`config.mk`:
```
export PLATFORM = sky130hd
export DESIGN_NAME = ram_sector_pwr_ctl
export DESIGN_NICKNAME = d
export VERILOG_FILES = /design/src/rtl/ramsp_pkg.sv /design/src/rtl/ramsp_regs.sv /design/src/rtl/ramsp_seq.sv /design/src/rtl/ramsp_sector.sv /design/src/rtl/ram_sector_pwr_ctl.sv
export SDC_FILE = /design/constraint.sdc
export NUM_CORES = 1
export LEC_CHECK = 0
export BUFFER_PORTS_ARGS = -buffer_cell sky130_fd_sc_hd__buf_2
export CORE_ASPECT_RATIO = 1.75
export CORE_MARGIN = 4
export CORE_UTILIZATION = 40
export DETAILED_ROUTE_END_ITERATION = 6
export PLACE_DENSITY = 0.79
export SLEW_MARGIN = 20
export SYNTH_ARGS = -nofsm -noshare
export SYNTH_HDL_FRONTEND = slang
export SYNTH_SLANG_ARGS = --single-unit
```
`constraint.sdc`:
```
create_clock -name clk -period 1.8 [get_ports clk]
set_clock_uncertainty 0.1 [all_clocks]
set_input_delay 0.09 -clock clk [delete_from_list [all_inputs] [get_ports clk]]
set_output_delay 0.09 -clock clk [all_outputs]
set_load 0.05 [all_outputs]
```
`src/rtl/ramsp_pkg.sv`:
```
// Shared types for the RAM sector power sequencer.
// Assumes: state codes are visible at the top ports and must not be renumbered.
package ramsp_pkg;

    typedef enum logic [1:0] {
        PWR_ACT = 2'b00,
        PWR_RET = 2'b01,
        PWR_OFF = 2'b10
    } pwr_e;

    typedef enum logic [1:0] {
        PH_RUN   = 2'b00,
        PH_DOWN  = 2'b01,
        PH_SLEEP = 2'b10,
        PH_UP    = 2'b11
    } phase_e;

endpackage

```
`src/rtl/ramsp_regs.sv`:
```
// Keyed register file: control bits (address 0) and the status flags
// (address 1: lost bits in [N-1:0], error in bit 7).
// Assumes: N_SECT <= 4 so that bit 7 never overlaps a lost bit.
module ramsp_regs #(
    parameter int         N_SECT   = 4,
    parameter logic [7:0] WR_KEY   = 8'hA5,
    parameter logic [7:0] RD_KEY   = 8'h96,
    parameter int         ERR_BIT  = 7
) (
    input  logic              clk,
    input  logic              rst_n,
    input  logic              bus_wr,
    input  logic              bus_addr,
    input  logic [1:0]        bus_be,
    input  logic [15:0]       bus_wdata,
    input  logic [N_SECT-1:0] lost_evt,
    input  logic [N_SECT-1:0] err_evt,
    output logic [N_SECT-1:0] off_bits,
    output logic [N_SECT-1:0] lost,
    output logic              acc_err,
    output logic [15:0]       bus_rdata
);

    logic              keyed;
    logic [N_SECT-1:0] lost_clr;
    logic              err_clr;

    // Qualify a write: full word and matching key.
    always_comb begin
        keyed    = bus_wr && (bus_be == 2'b11) && (bus_wdata[15:8] == WR_KEY);
        lost_clr = (keyed && bus_addr) ? bus_wdata[N_SECT-1:0] : '0;
        err_clr  = keyed && bus_addr && bus_wdata[ERR_BIT];
    end

    // Control bits: load on a keyed write to address 0.
    always_ff @(posedge clk) begin
        if (!rst_n)
            off_bits <= '0;
        else if (keyed && !bus_addr)
            off_bits <= bus_wdata[N_SECT-1:0];
    end

    // Sticky status: set wins over write-one-to-clear.
    always_ff @(posedge clk) begin
        if (!rst_n) begin
            lost    <= '0;
            acc_err <= 1'b0;
        end else begin
            lost    <= (lost & ~lost_clr) | lost_evt;
            acc_err <= (|err_evt) | (acc_err & ~err_clr);
        end
    end

    // Read mux with a fixed read-back key that cannot unlock a write.
    always_comb begin
        bus_rdata        = '0;
        bus_rdata[15:8]  = RD_KEY;
        if (!bus_addr) begin
            bus_rdata[N_SECT-1:0] = off_bits;
        end else begin
            bus_rdata[N_SECT-1:0] = lost;
            bus_rdata[ERR_BIT]    = acc_err;
        end
    end

    AST_BYTE_WR_IGNORED: assert property (@(posedge clk) disable iff (!rst_n)
        (bus_wr && bus_be != 2'b11) |=> $stable(off_bits));
    AST_BAD_KEY_IGNORED: assert property (@(posedge clk) disable iff (!rst_n)
        (bus_wr && bus_wdata[15:8] != WR_KEY) |=> $stable(off_bits));
    AST_KEYED_LOAD: assert property (@(posedge clk) disable iff (!rst_n)
        (bus_wr && bus_be == 2'b11 && bus_wdata[15:8] == WR_KEY && !bus_addr)
        |=> off_bits == $past(bus_wdata[N_SECT-1:0]));
    AST_LOST_SET_WINS: assert property (@(posedge clk) disable iff (!rst_n)
        (|lost_evt) |=> ((lost & $past(lost_evt)) == $past(lost_evt)));
    AST_ERR_SET_WINS: assert property (@(posedge clk) disable iff (!rst_n)
        (|err_evt) |=> acc_err);

endmodule

```
`src/rtl/ramsp_seq.sv`:
```
// Entry/exit sequencer: samples the deep request, freezes the control bits
// and issues one step strobe per cycle in ascending sector order.
// Assumes: wake and deep requests are acted on only in the sleep and run phases.
module ramsp_seq #(
    parameter int N_SECT = 4
) (
    input  logic              clk,
    input  logic              rst_n,
    input  logic [1:0]        lpm_req,
    input  logic              wake,
    input  logic [N_SECT-1:0] off_bits,
    output logic [N_SECT-1:0] snap,
    output logic [N_SECT-1:0] dn_go,
    output logic [N_SECT-1:0] up_go
);
    import ramsp_pkg::*;

    localparam int            CW   = (N_SECT > 1) ? $clog2(N_SECT) : 1;
    localparam logic [CW-1:0] LAST = CW'(N_SECT - 1);

    phase_e        phase;
    logic [CW-1:0] cnt;

    // Phase and step counter progression.
    always_ff @(posedge clk) begin
        if (!rst_n) begin
            phase <= PH_RUN;
            cnt   <= '0;
            snap  <= '0;
        end else begin
            case (phase)
                PH_RUN: if (lpm_req[1]) begin
                    snap  <= off_bits;
                    phase <= PH_DOWN;
                    cnt   <= '0;
                end
                PH_DOWN: if (cnt == LAST) begin
                    phase <= PH_SLEEP;
                    cnt   <= '0;
                end else begin
                    cnt <= cnt + 1'b1;
                end
                PH_SLEEP: if (wake) begin
                    phase <= PH_UP;
                    cnt   <= '0;
                end
                default: if (cnt == LAST) begin
                    phase <= PH_RUN;
                    cnt   <= '0;
                end else begin
                    cnt <= cnt + 1'b1;
                end
            endcase
        end
    end

    // Decode one step strobe per sector.
    for (genvar i = 0; i < N_SECT; i++) begin : g_step
        assign dn_go[i] = (phase == PH_DOWN) && (cnt == CW'(i));
        assign up_go[i] = (phase == PH_UP)   && (cnt == CW'(i));
    end

    AST_SNAP_FROZEN: assert property (@(posedge clk) disable iff (!rst_n)
        (phase != PH_RUN) |=> $stable(snap));
    AST_WAKE_IGNORED_RUN: assert property (@(posedge clk) disable iff (!rst_n)
        (phase == PH_RUN && !lpm_req[1]) |=> (phase == PH_RUN));
    AST_SLEEP_HOLDS: assert property (@(posedge clk) disable iff (!rst_n)
        (phase == PH_SLEEP && !wake) |=> (phase == PH_SLEEP));

endmodule

```
`src/rtl/ramsp_sector.sv`:
```
// Per-sector power state holder: moves to retention or off on its down
// strobe, back to active on its up strobe, and flags events for status.
// Assumes: dn_go and up_go are never high together.
module ramsp_sector (
    input  logic       clk,
    input  logic       rst_n,
    input  logic       dn_go,
    input  logic       up_go,
    input  logic       off_sel,
    input  logic       acc,
    output logic [1:0] state,
    output logic       blk,
    output logic       lost_evt,
    output logic       err_evt
);
    import ramsp_pkg::*;

    pwr_e st;

    // Sector state register.
    always_ff @(posedge clk) begin
        if (!rst_n)
            st <= PWR_ACT;
        else if (dn_go)
            st <= off_sel ? PWR_OFF : PWR_RET;
        else if (up_go)
            st <= PWR_ACT;
    end

    // Outputs and events derived from the held state.
    always_comb begin
        state    = st;
        blk      = (st != PWR_ACT);
        lost_evt = up_go && (st == PWR_OFF);
        err_evt  = acc && (st != PWR_ACT);
    end

    AST_RET_WHEN_KEPT: assert property (@(posedge clk) disable iff (!rst_n)
        (dn_go && !off_sel) |=> (state == 2'b01));
    AST_OFF_WHEN_SEL: assert property (@(posedge clk) disable iff (!rst_n)
        (dn_go && off_sel) |=> (state == 2'b10));
    AST_WAKE_ACTIVE: assert property (@(posedge clk) disable iff (!rst_n)
        up_go |=> (state == 2'b00 && !blk));
    AST_HOLD_IDLE: assert property (@(posedge clk) disable iff (!rst_n)
        (!dn_go && !up_go) |=> $stable(state));

endmodule

```
`src/rtl/ram_sector_pwr_ctl.sv`:
```
// Top: keyed retention/off control for N_SECT RAM sectors with sequenced
// entry and exit of deep low-power modes.
// Assumes: 1 <= N_SECT <= 4; lpm_req 2'b10/2'b11 are the deep modes.
module ram_sector_pwr_ctl #(
    parameter int N_SECT = 4
) (
    input  logic                  clk,
    input  logic                  rst_n,
    input  logic                  bus_wr,
    input  logic                  bus_addr,
    input  logic [1:0]            bus_be,
    input  logic [15:0]           bus_wdata,
    output logic [15:0]           bus_rdata,
    input  logic [1:0]            lpm_req,
    input  logic                  wake,
    input  logic [N_SECT-1:0]     sect_acc,
    output logic [2*N_SECT-1:0]   sect_state,
    output logic [N_SECT-1:0]     sect_blk,
    output logic [N_SECT-1:0]     sect_lost,
    output logic                  acc_err
);

    logic [N_SECT-1:0] off_bits;
    logic [N_SECT-1:0] snap;
    logic [N_SECT-1:0] dn_go;
    logic [N_SECT-1:0] up_go;
    logic [N_SECT-1:0] lost_evt;
    logic [N_SECT-1:0] err_evt;

    ramsp_regs #(.N_SECT(N_SECT)) u_regs (
        .clk       (clk),
        .rst_n     (rst_n),
        .bus_wr    (bus_wr),
        .bus_addr  (bus_addr),
        .bus_be    (bus_be),
        .bus_wdata (bus_wdata),
        .lost_evt  (lost_evt),
        .err_evt   (err_evt),
        .off_bits  (off_bits),
        .lost      (sect_lost),
        .acc_err   (acc_err),
        .bus_rdata (bus_rdata)
    );

    ramsp_seq #(.N_SECT(N_SECT)) u_seq (
        .clk      (clk),
        .rst_n    (rst_n),
        .lpm_req  (lpm_req),
        .wake     (wake),
        .off_bits (off_bits),
        .snap     (snap),
        .dn_go    (dn_go),
        .up_go    (up_go)
    );

    for (genvar i = 0; i < N_SECT; i++) begin : g_sect
        ramsp_sector u_sect (
            .clk      (clk),
            .rst_n    (rst_n),
            .dn_go    (dn_go[i]),
            .up_go    (up_go[i]),
            .off_sel  (snap[i]),
            .acc      (sect_acc[i]),
            .state    (sect_state[2*i +: 2]),
            .blk      (sect_blk[i]),
            .lost_evt (lost_evt[i]),
            .err_evt  (err_evt[i])
        );
    end

    AST_ONE_STEP_AT_A_TIME: assert property (@(posedge clk) disable iff (!rst_n)
        $onehot0(dn_go | up_go));

endmodule

```
==> flow_summary.html, run 1 <==
<table>
<tr><th>Metric</th><th>Value</th></tr>
<tr><th colspan="2">Clocking</th></tr>
<tr><td>CTS tree</td><td>yes</td></tr>
<tr><td>Root Buffer Master</td><td>clkbuf_8</td></tr>
<tr><td>Clock latency at the later pin of the worst-skew pair</td><td>280 ps</td></tr>
<tr><td>H-tree Lvls</td><td>1</td></tr>
<tr><td>Number of clock sinks</td><td>25</td></tr>
<tr><td>Worst-path clk slew</td><td>roughly 90 ps</td></tr>
<tr><td>Post-CTS Setup Bufs</td><td>0</td></tr>
<tr><td>Number of buffers created by CTS</td><td>3</td></tr>
<tr><td>CTS Buffer Depth</td><td>2</td></tr>
<tr><th colspan="2">Route</th></tr>
<tr><td>Via Count</td><td>1297</td></tr>
<tr><td>Residual DRC count</td><td>0</td></tr>
<tr><td>First-pass detailed-route iteration total</td><td>4</td></tr>
<tr><td>Residual antenna-violating net count after detailed routing</td><td>0</td></tr>
<tr><td>DR WL/cell</td><td>12.9 microns</td></tr>
<tr><td>DR vias/cell</td><td>4.99</td></tr>
<tr><td>Initial drt markers</td><td>32</td></tr>
<tr><td>Final wirelength</td><td>3370 microns</td></tr>
<tr><th colspan="2">Finish</th></tr>
<tr><td>Antenna Diode Count</td><td>0</td></tr>
<tr><td>Fraction of layout cells with a size suffix above 1</td><td>about a third</td></tr>
<tr><td>Number of filler cells placed in the layout</td><td>357</td></tr>
<tr><td>Layout net count</td><td>252</td></tr>
<tr><td>FF+latch area</td><td>roughly 500 sq um</td></tr>
<tr><td>Utilization after layout</td><td>49.9%</td></tr>
<tr><td>Multi-input gate area</td><td>861 sq um</td></tr>
<tr><td>Relative area change from synthesis to final layout</td><td>21.0%</td></tr>
<tr><th colspan="2">Synth</th></tr>
<tr><td>Cell area after technology mapping</td><td>1480 sq um</td></tr>
<tr><td>Post-synth EDFFs</td><td>0</td></tr>
<tr><td>Dominant cell type by area after synthesis</td><td>dfxtp_1</td></tr>
<tr><td>Mux contribution to synthesized area</td><td>6.42%</td></tr>
<tr><td>Proportion of register bits with asynchronous set or reset after synthesis</td><td>0%</td></tr>
<tr><td>Count leader, synth</td><td>dfxtp_1</td></tr>
<tr><td>Mean post-synth cell area</td><td>~8.9 sq um</td></tr>
<tr><td>Ranking of synthesized cells by area</td><td>dfxtp_1 (34%), buf_4 (7.6%), ha_1 (6.8%), nand2_1 (5.3%), nor2b_1 (4.6%)</td></tr>
<tr><td>Flip-flop and latch count after synthesis</td><td>25</td></tr>
<tr><td>Yosys warns</td><td>0</td></tr>
<tr><td>Number of standard cells after synthesis</td><td>167</td></tr>
<tr><td>Main combinational cell family by area after synthesis</td><td>simple AND/OR/NAND/NOR gates</td></tr>
<tr><td>Compound-Gate Fraction of Synth Area</td><td>between 10% and 20%</td></tr>
<tr><td>Most used DFF post-synth</td><td>dfxtp_1</td></tr>
<tr><td>Number of library cell types mapped by synthesis</td><td>35</td></tr>
<tr><td>Top cell type's share of synthesized area</td><td>33.8%</td></tr>
<tr><td>Adder-Cell Fraction of Synth Area</td><td>6.76%</td></tr>
<tr><td>Sequential area share after synthesis</td><td>33.8%</td></tr>
<tr><td>Share of the synthesized netlist area taken by xor and xnor gates</td><td>0%</td></tr>
<tr><td>Simple-Gate Fraction of Synth Area</td><td>between 20% and 30%</td></tr>
<tr><td>Most frequent cells after synthesis</td><td>dfxtp_1 (25), nand2_1 (21), buf_4 (15)</td></tr>
<tr><th colspan="2">Critical path</th></tr>
<tr><td>Startpoint type of the worst setup path</td><td>flop</td></tr>
<tr><td>Biggest fanout along the worst timing path</td><td>4</td></tr>
<tr><td>Worst setup path category</td><td>flop to flop</td></tr>
<tr><td>Type of element capturing the critical path</td><td>flop</td></tr>
<tr><td>Endpoint of the lowest-slack register-to-register path</td><td>u_seq.phase[0]</td></tr>
<tr><td>Slack of the worst reg-to-reg path</td><td>120 ps</td></tr>
<tr><td>Start point of the critical path</td><td>u_seq.phase[0]</td></tr>
<tr><td>Req. time, crit path</td><td>approximately 1900 ps</td></tr>
<tr><td>Path depth of the worst reg2reg path</td><td>5</td></tr>
<tr><td>Endpoint arrival time on the critical path</td><td>1790 ps</td></tr>
<tr><td>Reg-to-reg startpoint</td><td>u_seq.phase[0]</td></tr>
<tr><th colspan="2">Min path</th></tr>
<tr><td>Cell depth of the worst min-delay path</td><td>3</td></tr>
<tr><td>End point of the most critical hold path</td><td>u_seq.snap[2]</td></tr>
<tr><td>Min-Delay Startpoint</td><td>lpm_req[1]</td></tr>
<tr><td>Classification of the worst-slack hold path</td><td>input pin to flop</td></tr>
<tr><th colspan="2">GRT</th></tr>
<tr><td>Initial antenna violation count</td><td>0</td></tr>
<tr><td>Total routing resource utilization after global routing</td><td>14.5%</td></tr>
<tr><td>Largest net degree at the start of global routing</td><td>31</td></tr>
<tr><td>Global-route wire length before repair</td><td>5080 microns</td></tr>
<tr><td>Total congestion overflow after global routing</td><td>0</td></tr>
<tr><td>Via count of the first global-routing pass</td><td>roughly 1.2k</td></tr>
<tr><th colspan="2">Power and ir drop</th></tr>
<tr><td>Pwr dens</td><td>975 nW/um^2</td></tr>
<tr><td>Sum of internal, switching and leakage power</td><td>1750 uW</td></tr>
<tr><td>Leakage</td><td>0.000832 uW</td></tr>
<tr><td>Highest ir drop seen on vdd</td><td>744 uV</td></tr>
<tr><th colspan="2">STA</th></tr>
<tr><td>Final-report max-slew violation count</td><td>0</td></tr>
<tr><td>Count of final setup violators</td><td>0</td></tr>
<tr><td>PnR worst setup slack</td><td>around 120 ps</td></tr>
<tr><td>Setup repair after global routing missed its margin</td><td>no</td></tr>
<tr><td>WHS</td><td>14.8 ps</td></tr>
<tr><td>Max Clk Rate</td><td>0.594 GHz</td></tr>
<tr><td>Final worst path period share</td><td>93.5%</td></tr>
<tr><td>Slew @ Worst Pin</td><td>573 ps</td></tr>
<tr><td>Number of hold violations in the final report</td><td>0</td></tr>
<tr><td>Rel. slew slack</td><td>61.5%</td></tr>
<tr><td>Setup TNS</td><td>0 ps</td></tr>
<tr><td>Crit path time final</td><td>1680 ps</td></tr>
<tr><th colspan="2">Die</th></tr>
<tr><td>Num rows</td><td>29</td></tr>
<tr><td>Die height</td><td>88.5 microns</td></tr>
<tr><td>Full die area</td><td>4780 sq um</td></tr>
<tr><td>Area of the placeable core</td><td>3590 sq um</td></tr>
<tr><td>Number of I/O pins</td><td>between 60 and 70</td></tr>
<tr><td>Die span in x</td><td>around 54 microns</td></tr>
<tr><td>Initial core utilization</td><td>between 40% and 50%</td></tr>
<tr><th colspan="2">Run</th></tr>
<tr><td>Max-capacitance violation count</td><td>0</td></tr>
<tr><th colspan="2">Place</th></tr>
<tr><td>Setup slack after placement</td><td>104 ps</td></tr>
<tr><td>Routability Congestion</td><td>roughly 0.85</td></tr>
<tr><td>DP Wirelength</td><td>2660 microns</td></tr>
<tr><td>Buffers on Ports</td><td>46</td></tr>
<tr><th colspan="2">Outcome</th></tr>
<tr><td>Status</td><td>finished clean</td></tr>
</table>
[power breakdown]
part,leakage [uW],switching (uW),internal [uW]
clock network,0.0000217,197,158
logic,0.000607,476,254
registers,0.000203,51.7,612
total,0.000832,724,1020
[layout by cell type, fill, tap and decap left out, types with 2 or more instances in the layout]
cell type      instances
clkbuf_8               3
ha_1                   8
buf_4                  4
or2_2                  4
dfxtp_1               23
nor2b_1               11
buf_2                 46
a21oi_1                4
mux2i_1                5
nand3_1                5
dlygate4sd3_1          4
mux2_2                 4
conb_1                11
and4b_1                4
inv_1                  6
a21boi_0               4
o21ai_0               13
nand3b_1               4
a21boi_1               7
nand2_1               21
dfxtp_2                2
a32oi_1                4
[stage by stage]
stage	area, sq um	std cells
global route	1790	260
detailed placement	1700	252
global placement	1700	252
finish	1790	260
floorplan	1520	176
CTS	1790	260
[layout make-up]
cell class	instances	share of cell area [%]
tap	46	3.21
inverter	6	1.26
multi-input combinational	125	48.0
sequential	25	28.1
clock buffer	3	2.30
clock inverter	1	0.419
timing repair buffer	54	16.7
[flip-flops by register name, indices dropped and copies added (netlist names)]
name / count
g_sect.u_sect.state: 8
u_regs.lost: 4
u_regs.off_bits: 4
u_seq.snap: 4
u_seq.cnt: 2
u_seq.phase: 2
u_regs.acc_err: 1
[worst max path at each step]
stage | slack, ps | end
2_1_floorplan | 80 | u_seq.phase[0]
3_5_place_dp | 100 | u_seq.phase[0]
4_1_cts | 80 | u_seq.phase[0]
3_3_place_gp | 150 | u_seq.phase[0]
6_report | 120 | u_seq.phase[0]
5_1_grt | 10 | u_seq.phase[1]
[cells by family (layout without fill, tap and decap cells)]
family,after synthesis,in the layout
mux,9,9
other cells,2,11
fa+ha+maj,8,8
simple gates,60,60
compound gates,37,37
flops,25,25
buf+inv,26,64
[layer usage]
metal  up-vias  routed length [microns]  global-route usage, %
li1        652                        -                      -
met1       598                     1190                   12.5
met2        40                     1850                   29.1
met3         7                      223                   1.85
met4         0                      106                   8.84
met5         -                        0                      0
[worst max-delay path: stages, from the launching register on]
cell and delay (ps):
dfxtp_2 370, inv_1 60, ha_1 200, nor2b_1 160, or4_1 550, o22ai_1 170
[repair_timing]
item                                   CTS  global route
hold buffers                             4             0
setup endpoints to repair                0             2
resized for setup                        0             2
endpoints found under the hold margin    4             0
Note: power is estimated with default switching activity, not from simulation.
==> run 2, diff against run 1 <==
--- a/config.mk
+++ b/config.mk
@@ -6,10 +6,11 @@
 export NUM_CORES = 1
 export LEC_CHECK = 0
 export BUFFER_PORTS_ARGS = -buffer_cell sky130_fd_sc_hd__buf_2
-export CORE_ASPECT_RATIO = 1.75
+export CORE_ASPECT_RATIO = 0.75
 export CORE_MARGIN = 4
 export CORE_UTILIZATION = 40
 export DETAILED_ROUTE_END_ITERATION = 6
+export GPL_TIMING_DRIVEN = 0
 export PLACE_DENSITY = 0.79
 export SLEW_MARGIN = 20
 export SYNTH_ARGS = -nofsm -noshare
==> flow_summary.html, run 2 (synthesis results as in run 1) <==
<table>
<tr><th>Metric</th><th>Value</th></tr>
<tr><th colspan="2">Clocking</th></tr>
<tr><td>Number of buffers created by CTS</td><td>3 (unchanged)</td></tr>
<tr><td>H-tree Lvls</td><td>1 (unchanged)</td></tr>
<tr><td>Number of clock sinks</td><td>25 (unchanged)</td></tr>
<tr><td>CTS Buffer Depth</td><td>2 (unchanged)</td></tr>
<tr><td>Clock latency at the later pin of the worst-skew pair</td><td>270 ps (about the same)</td></tr>
<tr><td>Root Buffer Master</td><td>clkbuf_8</td></tr>
<tr><td>CTS tree</td><td>yes</td></tr>
<tr><td>Worst-path clk slew</td><td>80 ps (about the same)</td></tr>
<tr><th colspan="2">Power and ir drop</th></tr>
<tr><td>Clock network fraction of design power</td><td>18.8% (-1.5 points)</td></tr>
<tr><td>Pint</td><td>1040 uW (+1.8%)</td></tr>
<tr><td>Power spent charging and discharging nets</td><td>718 uW (-0.84%)</td></tr>
<tr><td>Comb power frac</td><td>43.5% (+1.7 points)</td></tr>
<tr><td>Highest ir drop seen on vdd</td><td>659 uV (-11%)</td></tr>
<tr><td>Part of the total power dissipated in sequential elements</td><td>37.7% (-0.3 points)</td></tr>
<tr><td>Switching power share of the total</td><td>40.8% (-0.64 points)</td></tr>
<tr><td>Pwr dens</td><td>927 nW/um^2 (-4.9%)</td></tr>
<tr><td>Leakage</td><td>0.000896 uW (+7.8%)</td></tr>
<tr><th colspan="2">Finish</th></tr>
<tr><td>FF+latch area</td><td>502 sq um (-0.25%)</td></tr>
<tr><td>Flip-flop count of the largest register, all copies and words added</td><td>8 (unchanged)</td></tr>
<tr><td>Most common cell after layout, fill and taps aside</td><td>buf_2</td></tr>
<tr><td>Multi-input gate area</td><td>868 sq um (+0.87%)</td></tr>
<tr><td>Fraction of layout cells with a size suffix above 1</td><td>35.4% (+3.1 points)</td></tr>
<tr><td>Leading cell types in the layout, fill and taps excluded</td><td>buf_2 (46), dfxtp_1 (24), nand2_1 (21)</td></tr>
<tr><td>Number of filler cells placed in the layout</td><td>338 (-5.3%)</td></tr>
<tr><td>Relative area change from synthesis to final layout</td><td>28.2%</td></tr>
<tr><td>Layout net count</td><td>267 (+6.0%)</td></tr>
<tr><td>Antenna Diode Count</td><td>0 (unchanged)</td></tr>
<tr><th colspan="2">Critical path</th></tr>
<tr><td>Worst setup path category</td><td>flop to flop</td></tr>
<tr><td>Library cell contributing the largest single delay on the critical path</td><td>or4_1</td></tr>
<tr><td>Worst-path cell chain</td><td>inv_1, ha_2, nor2b_1, or4_1, o22ai_1</td></tr>
<tr><td>Biggest fanout along the worst timing path</td><td>8 (+4)</td></tr>
<tr><td>Slowest cell delay on critical path</td><td>530 ps (-20 ps)</td></tr>
<tr><td>Number of buffer and inverter instances along the worst setup path</td><td>1 (unchanged)</td></tr>
<tr><td>Startpoint type of the worst setup path</td><td>flop</td></tr>
<tr><td>Endpoint arrival time on the critical path</td><td>1810 ps (+20 ps)</td></tr>
<tr><td>Type of element capturing the critical path</td><td>flop</td></tr>
<tr><td>Req. time, crit path</td><td>1900 ps (about the same)</td></tr>
<tr><td>Category of cells accounting for the largest share of critical-path delay</td><td>simple AND/OR/NAND/NOR gates</td></tr>
<tr><th colspan="2">Route</th></tr>
<tr><td>DR WL/cell</td><td>12.6 microns (-2.4%)</td></tr>
<tr><td>Final wirelength</td><td>3520 microns (+4.7%)</td></tr>
<tr><td>First-pass detailed-route iteration total</td><td>4 (unchanged)</td></tr>
<tr><td>Via Count</td><td>1355 (+4.5%)</td></tr>
<tr><td>DR vias/cell</td><td>4.86 (-2.6%)</td></tr>
<tr><td>Residual DRC count</td><td>0 (unchanged)</td></tr>
<tr><td>Residual antenna-violating net count after detailed routing</td><td>0 (unchanged)</td></tr>
<tr><td>Initial drt markers</td><td>95 (+200%)</td></tr>
<tr><th colspan="2">GRT</th></tr>
<tr><td>Largest net degree at the start of global routing</td><td>15 (-52%)</td></tr>
<tr><td>Via count of the first global-routing pass</td><td>1217 (+0.16%)</td></tr>
<tr><td>Total congestion overflow after global routing</td><td>0 (unchanged)</td></tr>
<tr><td>Global-route wire length before repair</td><td>5690 microns (+12%)</td></tr>
<tr><td>Total routing resource utilization after global routing</td><td>15.4% (+0.88 points)</td></tr>
<tr><td>Initial antenna violation count</td><td>0 (unchanged)</td></tr>
<tr><th colspan="2">STA</th></tr>
<tr><td>PnR worst setup slack</td><td>92.6 ps (-25.2 ps)</td></tr>
<tr><td>Final worst path period share</td><td>94.9% (+1.4 points)</td></tr>
<tr><td>Setup repair after global routing missed its margin</td><td>no</td></tr>
<tr><td>Rel. slew slack</td><td>56.9% (-4.6 points)</td></tr>
<tr><td>Max Clk Rate</td><td>0.586 GHz (-1.5%)</td></tr>
<tr><td>Count of final setup violators</td><td>0 (unchanged)</td></tr>
<tr><td>Slew @ Worst Pin</td><td>642 ps (+68.9 ps)</td></tr>
<tr><td>Crit path time final</td><td>1710 ps (+25.2 ps)</td></tr>
<tr><td>Number of hold violations in the final report</td><td>0 (unchanged)</td></tr>
<tr><td>Final-report max-slew violation count</td><td>0 (unchanged)</td></tr>
<tr><td>WHS</td><td>43.7 ps (+28.9 ps)</td></tr>
<tr><th colspan="2">Min path</th></tr>
<tr><td>Classification of the worst-slack hold path</td><td>input pin to flop</td></tr>
<tr><th colspan="2">Place</th></tr>
<tr><td>Routability Congestion</td><td>0.767 (-9.9%)</td></tr>
<tr><td>DP Wirelength</td><td>2820 microns (+6.2%)</td></tr>
<tr><td>Buffers on Ports</td><td>46 (unchanged)</td></tr>
<tr><td>Setup slack after placement</td><td>-57.4 ps (-161 ps)</td></tr>
<tr><th colspan="2">Die</th></tr>
<tr><td>Area of the placeable core</td><td>3420 sq um (-4.7%)</td></tr>
<tr><td>Initial core utilization</td><td>43.3% (+2.0 points)</td></tr>
<tr><td>Die span in x</td><td>78.3 microns (+45%)</td></tr>
<tr><td>Number of I/O pins</td><td>62 (unchanged)</td></tr>
<tr><td>Full die area</td><td>4750 sq um (-0.59%)</td></tr>
<tr><td>Num rows</td><td>18 (-38%)</td></tr>
<tr><td>Die height</td><td>60.7 microns (-31%)</td></tr>
<tr><th colspan="2">Outcome</th></tr>
<tr><td>Status</td><td>finished clean</td></tr>
<tr><th colspan="2">Run</th></tr>
<tr><td>Max-capacitance violation count</td><td>0 (unchanged)</td></tr>
</table>
[run 2: final cells by class]
class	count	share of cell area, %
flip-flops and latches	25	26.4
well taps	50	3.29
inverters	6	1.19
plain buffers	19	6.72
clock buffers	3	2.17
clock inverters	1	0.264
multi-input cells	125	45.7
repair buffers	50	14.2
[run 2: timing repair]
item / in CTS / in global routing
setup buffers: 0 / 0
resized for setup: 1 / 2
endpoints found under the setup margin: 1 / 2
hold buffers: 4 / 0
endpoints found under the hold margin: 4 / 0
[run 2: power groups by stage]
stage / clock [uW] / sequential (uW) / combinational, uW
after global routing: 376 / 676 / 834
after global placement: 0 / 673 / 719
final: 332 / 664 / 765
after floorplan: 0 / 732 / 508
after CTS: 344 / 665 / 744
after detailed placement: 0 / 676 / 739
[run 2: worst paths after layout]
path	startpoint	to	slack, ps	depth (start not counted)
hold / removal	lpm_req[1]	u_seq.snap[1]	40	3
setup / recovery	u_seq.phase[1]	u_seq.phase[0]	90	5
hold reg to reg	u_regs.off_bits[2]	u_regs.off_bits[2]	380	2
setup reg to reg	u_seq.phase[1]	u_seq.phase[0]	90	5
[run 2: metrics by stage]
step / setup TNS [ps] / util (%) / area, sq um / std cells / power [uW]
floorplan: 0 / - / 1520 / 176 / 1240
global placement: -42.6 / 52.8 / 1810 / 272 / 1390
detailed placement: -57.4 / 52.8 / 1810 / 272 / 1410
CTS: 0 / 55.3 / 1890 / 279 / 1750
global route: 0 / 55.5 / 1900 / 279 / 1890
finish: 0 / 55.5 / 1900 / 279 / 1760
[run 2: worst min-delay path, stage by stage]
cell	delay, ps
buf_2	140
nand3_1	90
a21boi_1	50
[run 2: per-layer routing]
layer  up-vias  part of all wire [%]  track usage [%]
met5         -                     0                0
met4         0                  0.91             3.74
met3         4                   7.8             4.75
met2        53                    43             24.9
met1       614                    48             20.5
li1        684                     -                -
==> run 3, diff against run 2 <==
--- a/config.mk
+++ b/config.mk
@@ -11,7 +11,8 @@
 export CORE_UTILIZATION = 40
 export DETAILED_ROUTE_END_ITERATION = 6
 export GPL_TIMING_DRIVEN = 0
-export PLACE_DENSITY = 0.79
+export PLACE_DENSITY = 0.77
+export REMOVE_ABC_BUFFERS = 1
 export SLEW_MARGIN = 20
 export SYNTH_ARGS = -nofsm -noshare
 export SYNTH_HDL_FRONTEND = slang
==> constraint.sdc (replaced) <==
create_clock -name clk -period 1.87 [get_ports clk]
set_clock_uncertainty 0.1 [all_clocks]
set_input_delay 0.0935 -clock clk [delete_from_list [all_inputs] [get_ports clk]]
set_output_delay 0.0935 -clock clk [all_outputs]
set_load 0.05 [all_outputs]
==> flow_summary.html, run 3 (synthesis results as in run 1) <==
<table>
<tr><th>Metric</th><th>Value</th></tr>
<tr><th colspan="2">Outcome</th></tr>
<tr><td>Status</td><td>finished clean</td></tr>
<tr><th colspan="2">Critical path</th></tr>
<tr><td>Worst setup path endpoint</td><td>u_seq.phase[0]</td></tr>
<tr><td>Slack of the worst reg-to-reg path</td><td>130 ps (+40 ps)</td></tr>
<tr><td>Worst setup path category</td><td>flop to flop</td></tr>
<tr><td>Slowest cell delay on critical path</td><td>530 ps (about the same)</td></tr>
<tr><td>Category of cells accounting for the largest share of critical-path delay</td><td>simple AND/OR/NAND/NOR gates</td></tr>
<tr><td>Endpoint of the lowest-slack register-to-register path</td><td>u_seq.phase[0]</td></tr>
<tr><td>Worst-path cell chain</td><td>inv_1, ha_2, nor2b_1, or4_1, o22ai_1</td></tr>
<tr><td>Library cell contributing the largest single delay on the critical path</td><td>or4_1</td></tr>
<tr><td>Biggest fanout along the worst timing path</td><td>8 (unchanged)</td></tr>
<tr><td>Startpoint type of the worst setup path</td><td>flop</td></tr>
<tr><td>Start point of the critical path</td><td>u_seq.phase[0]</td></tr>
<tr><td>Number of buffer and inverter instances along the worst setup path</td><td>1 (unchanged)</td></tr>
<tr><td>Path depth of the worst reg2reg path</td><td>5 (unchanged)</td></tr>
<tr><td>Reg-to-reg startpoint</td><td>u_seq.phase[0]</td></tr>
<tr><td>Endpoint arrival time on the critical path</td><td>1840 ps (+30 ps)</td></tr>
<tr><td>Req. time, crit path</td><td>1970 ps (+70 ps)</td></tr>
<tr><td>Type of element capturing the critical path</td><td>flop</td></tr>
<tr><td>Stages on the worst setup path</td><td>5 (unchanged)</td></tr>
<tr><th colspan="2">Route</th></tr>
<tr><td>Residual DRC count</td><td>0 (unchanged)</td></tr>
<tr><td>First-pass detailed-route iteration total</td><td>4 (unchanged)</td></tr>
<tr><td>Residual antenna-violating net count after detailed routing</td><td>0 (unchanged)</td></tr>
<tr><td>Final wirelength</td><td>3370 microns (-4.5%)</td></tr>
<tr><td>Via Count</td><td>1250 (-7.7%)</td></tr>
<tr><td>DR vias/cell</td><td>4.81 (-1.0%)</td></tr>
<tr><td>Initial drt markers</td><td>48 (-49%)</td></tr>
<tr><td>DR WL/cell</td><td>12.9 microns (+2.5%)</td></tr>
<tr><th colspan="2">STA</th></tr>
<tr><td>Number of hold violations in the final report</td><td>0 (unchanged)</td></tr>
<tr><td>Setup repair after global routing missed its margin</td><td>no</td></tr>
<tr><td>WHS</td><td>41.1 ps (-2.57 ps)</td></tr>
<tr><td>Final-report max-slew violation count</td><td>0 (unchanged)</td></tr>
<tr><td>Setup TNS</td><td>0 ps (unchanged)</td></tr>
<tr><td>Final worst path period share</td><td>92.9% (-1.9 points)</td></tr>
<tr><td>Rel. slew slack</td><td>64.2% (+7.3 points)</td></tr>
<tr><td>Count of final setup violators</td><td>0 (unchanged)</td></tr>
<tr><td>Slew @ Worst Pin</td><td>533 ps (-109 ps)</td></tr>
<tr><td>Max Clk Rate</td><td>0.575 GHz (-1.7%)</td></tr>
<tr><td>Crit path time final</td><td>1740 ps (+30.3 ps)</td></tr>
<tr><th colspan="2">Power and ir drop</th></tr>
<tr><td>Sum of internal, switching and leakage power</td><td>1650 uW (-6.1%)</td></tr>
<tr><td>Highest ir drop seen on vdd</td><td>772 uV (+17%)</td></tr>
<tr><td>Leakage</td><td>0.000811 uW (-9.5%)</td></tr>
<tr><td>Pwr dens</td><td>933 nW/um^2 (+0.69%)</td></tr>
<tr><th colspan="2">Clocking</th></tr>
<tr><td>CTS Buffer Depth</td><td>2 (unchanged)</td></tr>
<tr><td>Clock latency at the later pin of the worst-skew pair</td><td>270 ps (about the same)</td></tr>
<tr><td>H-tree Lvls</td><td>1 (unchanged)</td></tr>
<tr><td>CTS tree</td><td>yes</td></tr>
<tr><td>Root Buffer Master</td><td>clkbuf_8</td></tr>
<tr><td>Worst-path clk slew</td><td>80 ps (about the same)</td></tr>
<tr><td>Number of clock sinks</td><td>25 (unchanged)</td></tr>
<tr><td>Number of buffers created by CTS</td><td>3 (unchanged)</td></tr>
<tr><th colspan="2">Place</th></tr>
<tr><td>Routability Congestion</td><td>0.795 (+3.6%)</td></tr>
<tr><td>Buffers on Ports</td><td>46 (unchanged)</td></tr>
<tr><td>DP Wirelength</td><td>2580 microns (-8.8%)</td></tr>
<tr><th colspan="2">Min path</th></tr>
<tr><td>Classification of the worst-slack hold path</td><td>input pin to flop</td></tr>
<tr><td>Min-Delay Startpoint</td><td>lpm_req[1]</td></tr>
<tr><th colspan="2">GRT</th></tr>
<tr><td>Global-route wire length before repair</td><td>5260 microns (-7.5%)</td></tr>
<tr><td>Largest net degree at the start of global routing</td><td>32 (+17)</td></tr>
<tr><td>Total routing resource utilization after global routing</td><td>14.2% (-1.2 points)</td></tr>
<tr><td>Total congestion overflow after global routing</td><td>0 (unchanged)</td></tr>
<tr><td>Initial antenna violation count</td><td>0 (unchanged)</td></tr>
<tr><td>Via count of the first global-routing pass</td><td>1090 (-10%)</td></tr>
<tr><th colspan="2">Finish</th></tr>
<tr><td>Flip-flop count of the largest register, all copies and words added</td><td>8 (unchanged)</td></tr>
<tr><td>Relative area change from synthesis to final layout</td><td>19.6%</td></tr>
<tr><td>Most common cell after layout, fill and taps aside</td><td>buf_2</td></tr>
<tr><td>Layout net count</td><td>248 (-7.1%)</td></tr>
<tr><td>Antenna Diode Count</td><td>0 (unchanged)</td></tr>
<tr><td>Leading cell types in the layout, fill and taps excluded</td><td>buf_2 (46), dfxtp_1 (25), nand2_1 (21)</td></tr>
<tr><td>Fraction of layout cells with a size suffix above 1</td><td>31.0% (-4.4 points)</td></tr>
<tr><th colspan="2">Die</th></tr>
<tr><td>Initial core utilization</td><td>43.3% (unchanged)</td></tr>
<tr><td>Num rows</td><td>18 (unchanged)</td></tr>
<tr><td>Die span in x</td><td>78.3 microns (unchanged)</td></tr>
<tr><td>Die height</td><td>60.7 microns (unchanged)</td></tr>
<tr><td>Full die area</td><td>4750 sq um (unchanged)</td></tr>
<tr><td>Area of the placeable core</td><td>3420 sq um (unchanged)</td></tr>
<tr><td>Number of I/O pins</td><td>62 (unchanged)</td></tr>
<tr><th colspan="2">Run</th></tr>
<tr><td>Max-capacitance violation count</td><td>0 (unchanged)</td></tr>
</table>
==> run 3: cell types whose count changed in the layout (fill, tap and decap cells not counted), sizes merged <==
cell | before | now
clkbuf | 7 | 4
buf | 61 | 46
clkinv | 1 | 0
==> run 3: per-stage QoR <==
step | cell area (sq um) | utilization [%] | setup slack, ps | cells
after floorplan | 1380 | - | 219 | 156
after global placement | 1680 | 49.0 | 102 | 252
after detailed placement | 1680 | 49.0 | 77.0 | 252
after CTS | 1760 | 51.5 | 55.3 | 260
after global routing | 1770 | 51.8 | 17.6 | 260
final | 1770 | 51.8 | 132 | 260
==> run 3: cell type report <==
| type | count | area [sq um] |
|---|---|---|
| Multi-Input combinational cell | 125 | 871 |
| Inverter | 6 | 22.5 |
| Tap cell | 50 | 62.6 |
| Timing Repair Buffer | 50 | 270 |
| Sequential cell | 25 | 500 |
| Clock buffer | 4 | 45.0 |
| Fill cell | 327 | 1650 |
==> run 3: repair_timing <==
item                                    4_1_cts  5_1_grt
buffers inserted                              0        0
endpoints found under the setup margin        0        2
hold endpoints to repair                      4        0
hold buffers                                  4        0
gates resized for setup                       0        3
==> run 3: layer usage <==
layer  vias to the layer above  track usage (%)  wire (microns)
met2                        44             22.4            1510
met5                         -                0               0
met1                       556             19.9            1630
li1                        648                -               -
met3                         2             4.15             218
met4                         0             2.24               8
==> run 3: tightest hold or removal path, stage by stage <==
cell and delay, ps:
buf_2 140, nand3_1 80, a21boi_1 50
==> run 3: worst min path at each step <==
stage / slack, ps / to / cells past startpoint
floorplan: 120 / g_sect[1].u_sect.state[1] / 1
global placement: 260 / u_regs.off_bits[3] / 3
detailed placement: 260 / u_regs.off_bits[2] / 3
CTS: 40 / u_seq.snap[3] / 3
global route: 40 / u_seq.snap[3] / 3
finish: 40 / u_seq.snap[3] / 3
==> run 3: power breakdown <==
group	switching, uW	internal (uW)
sequential	51.5	585
combinational	463	237
clock	165	152
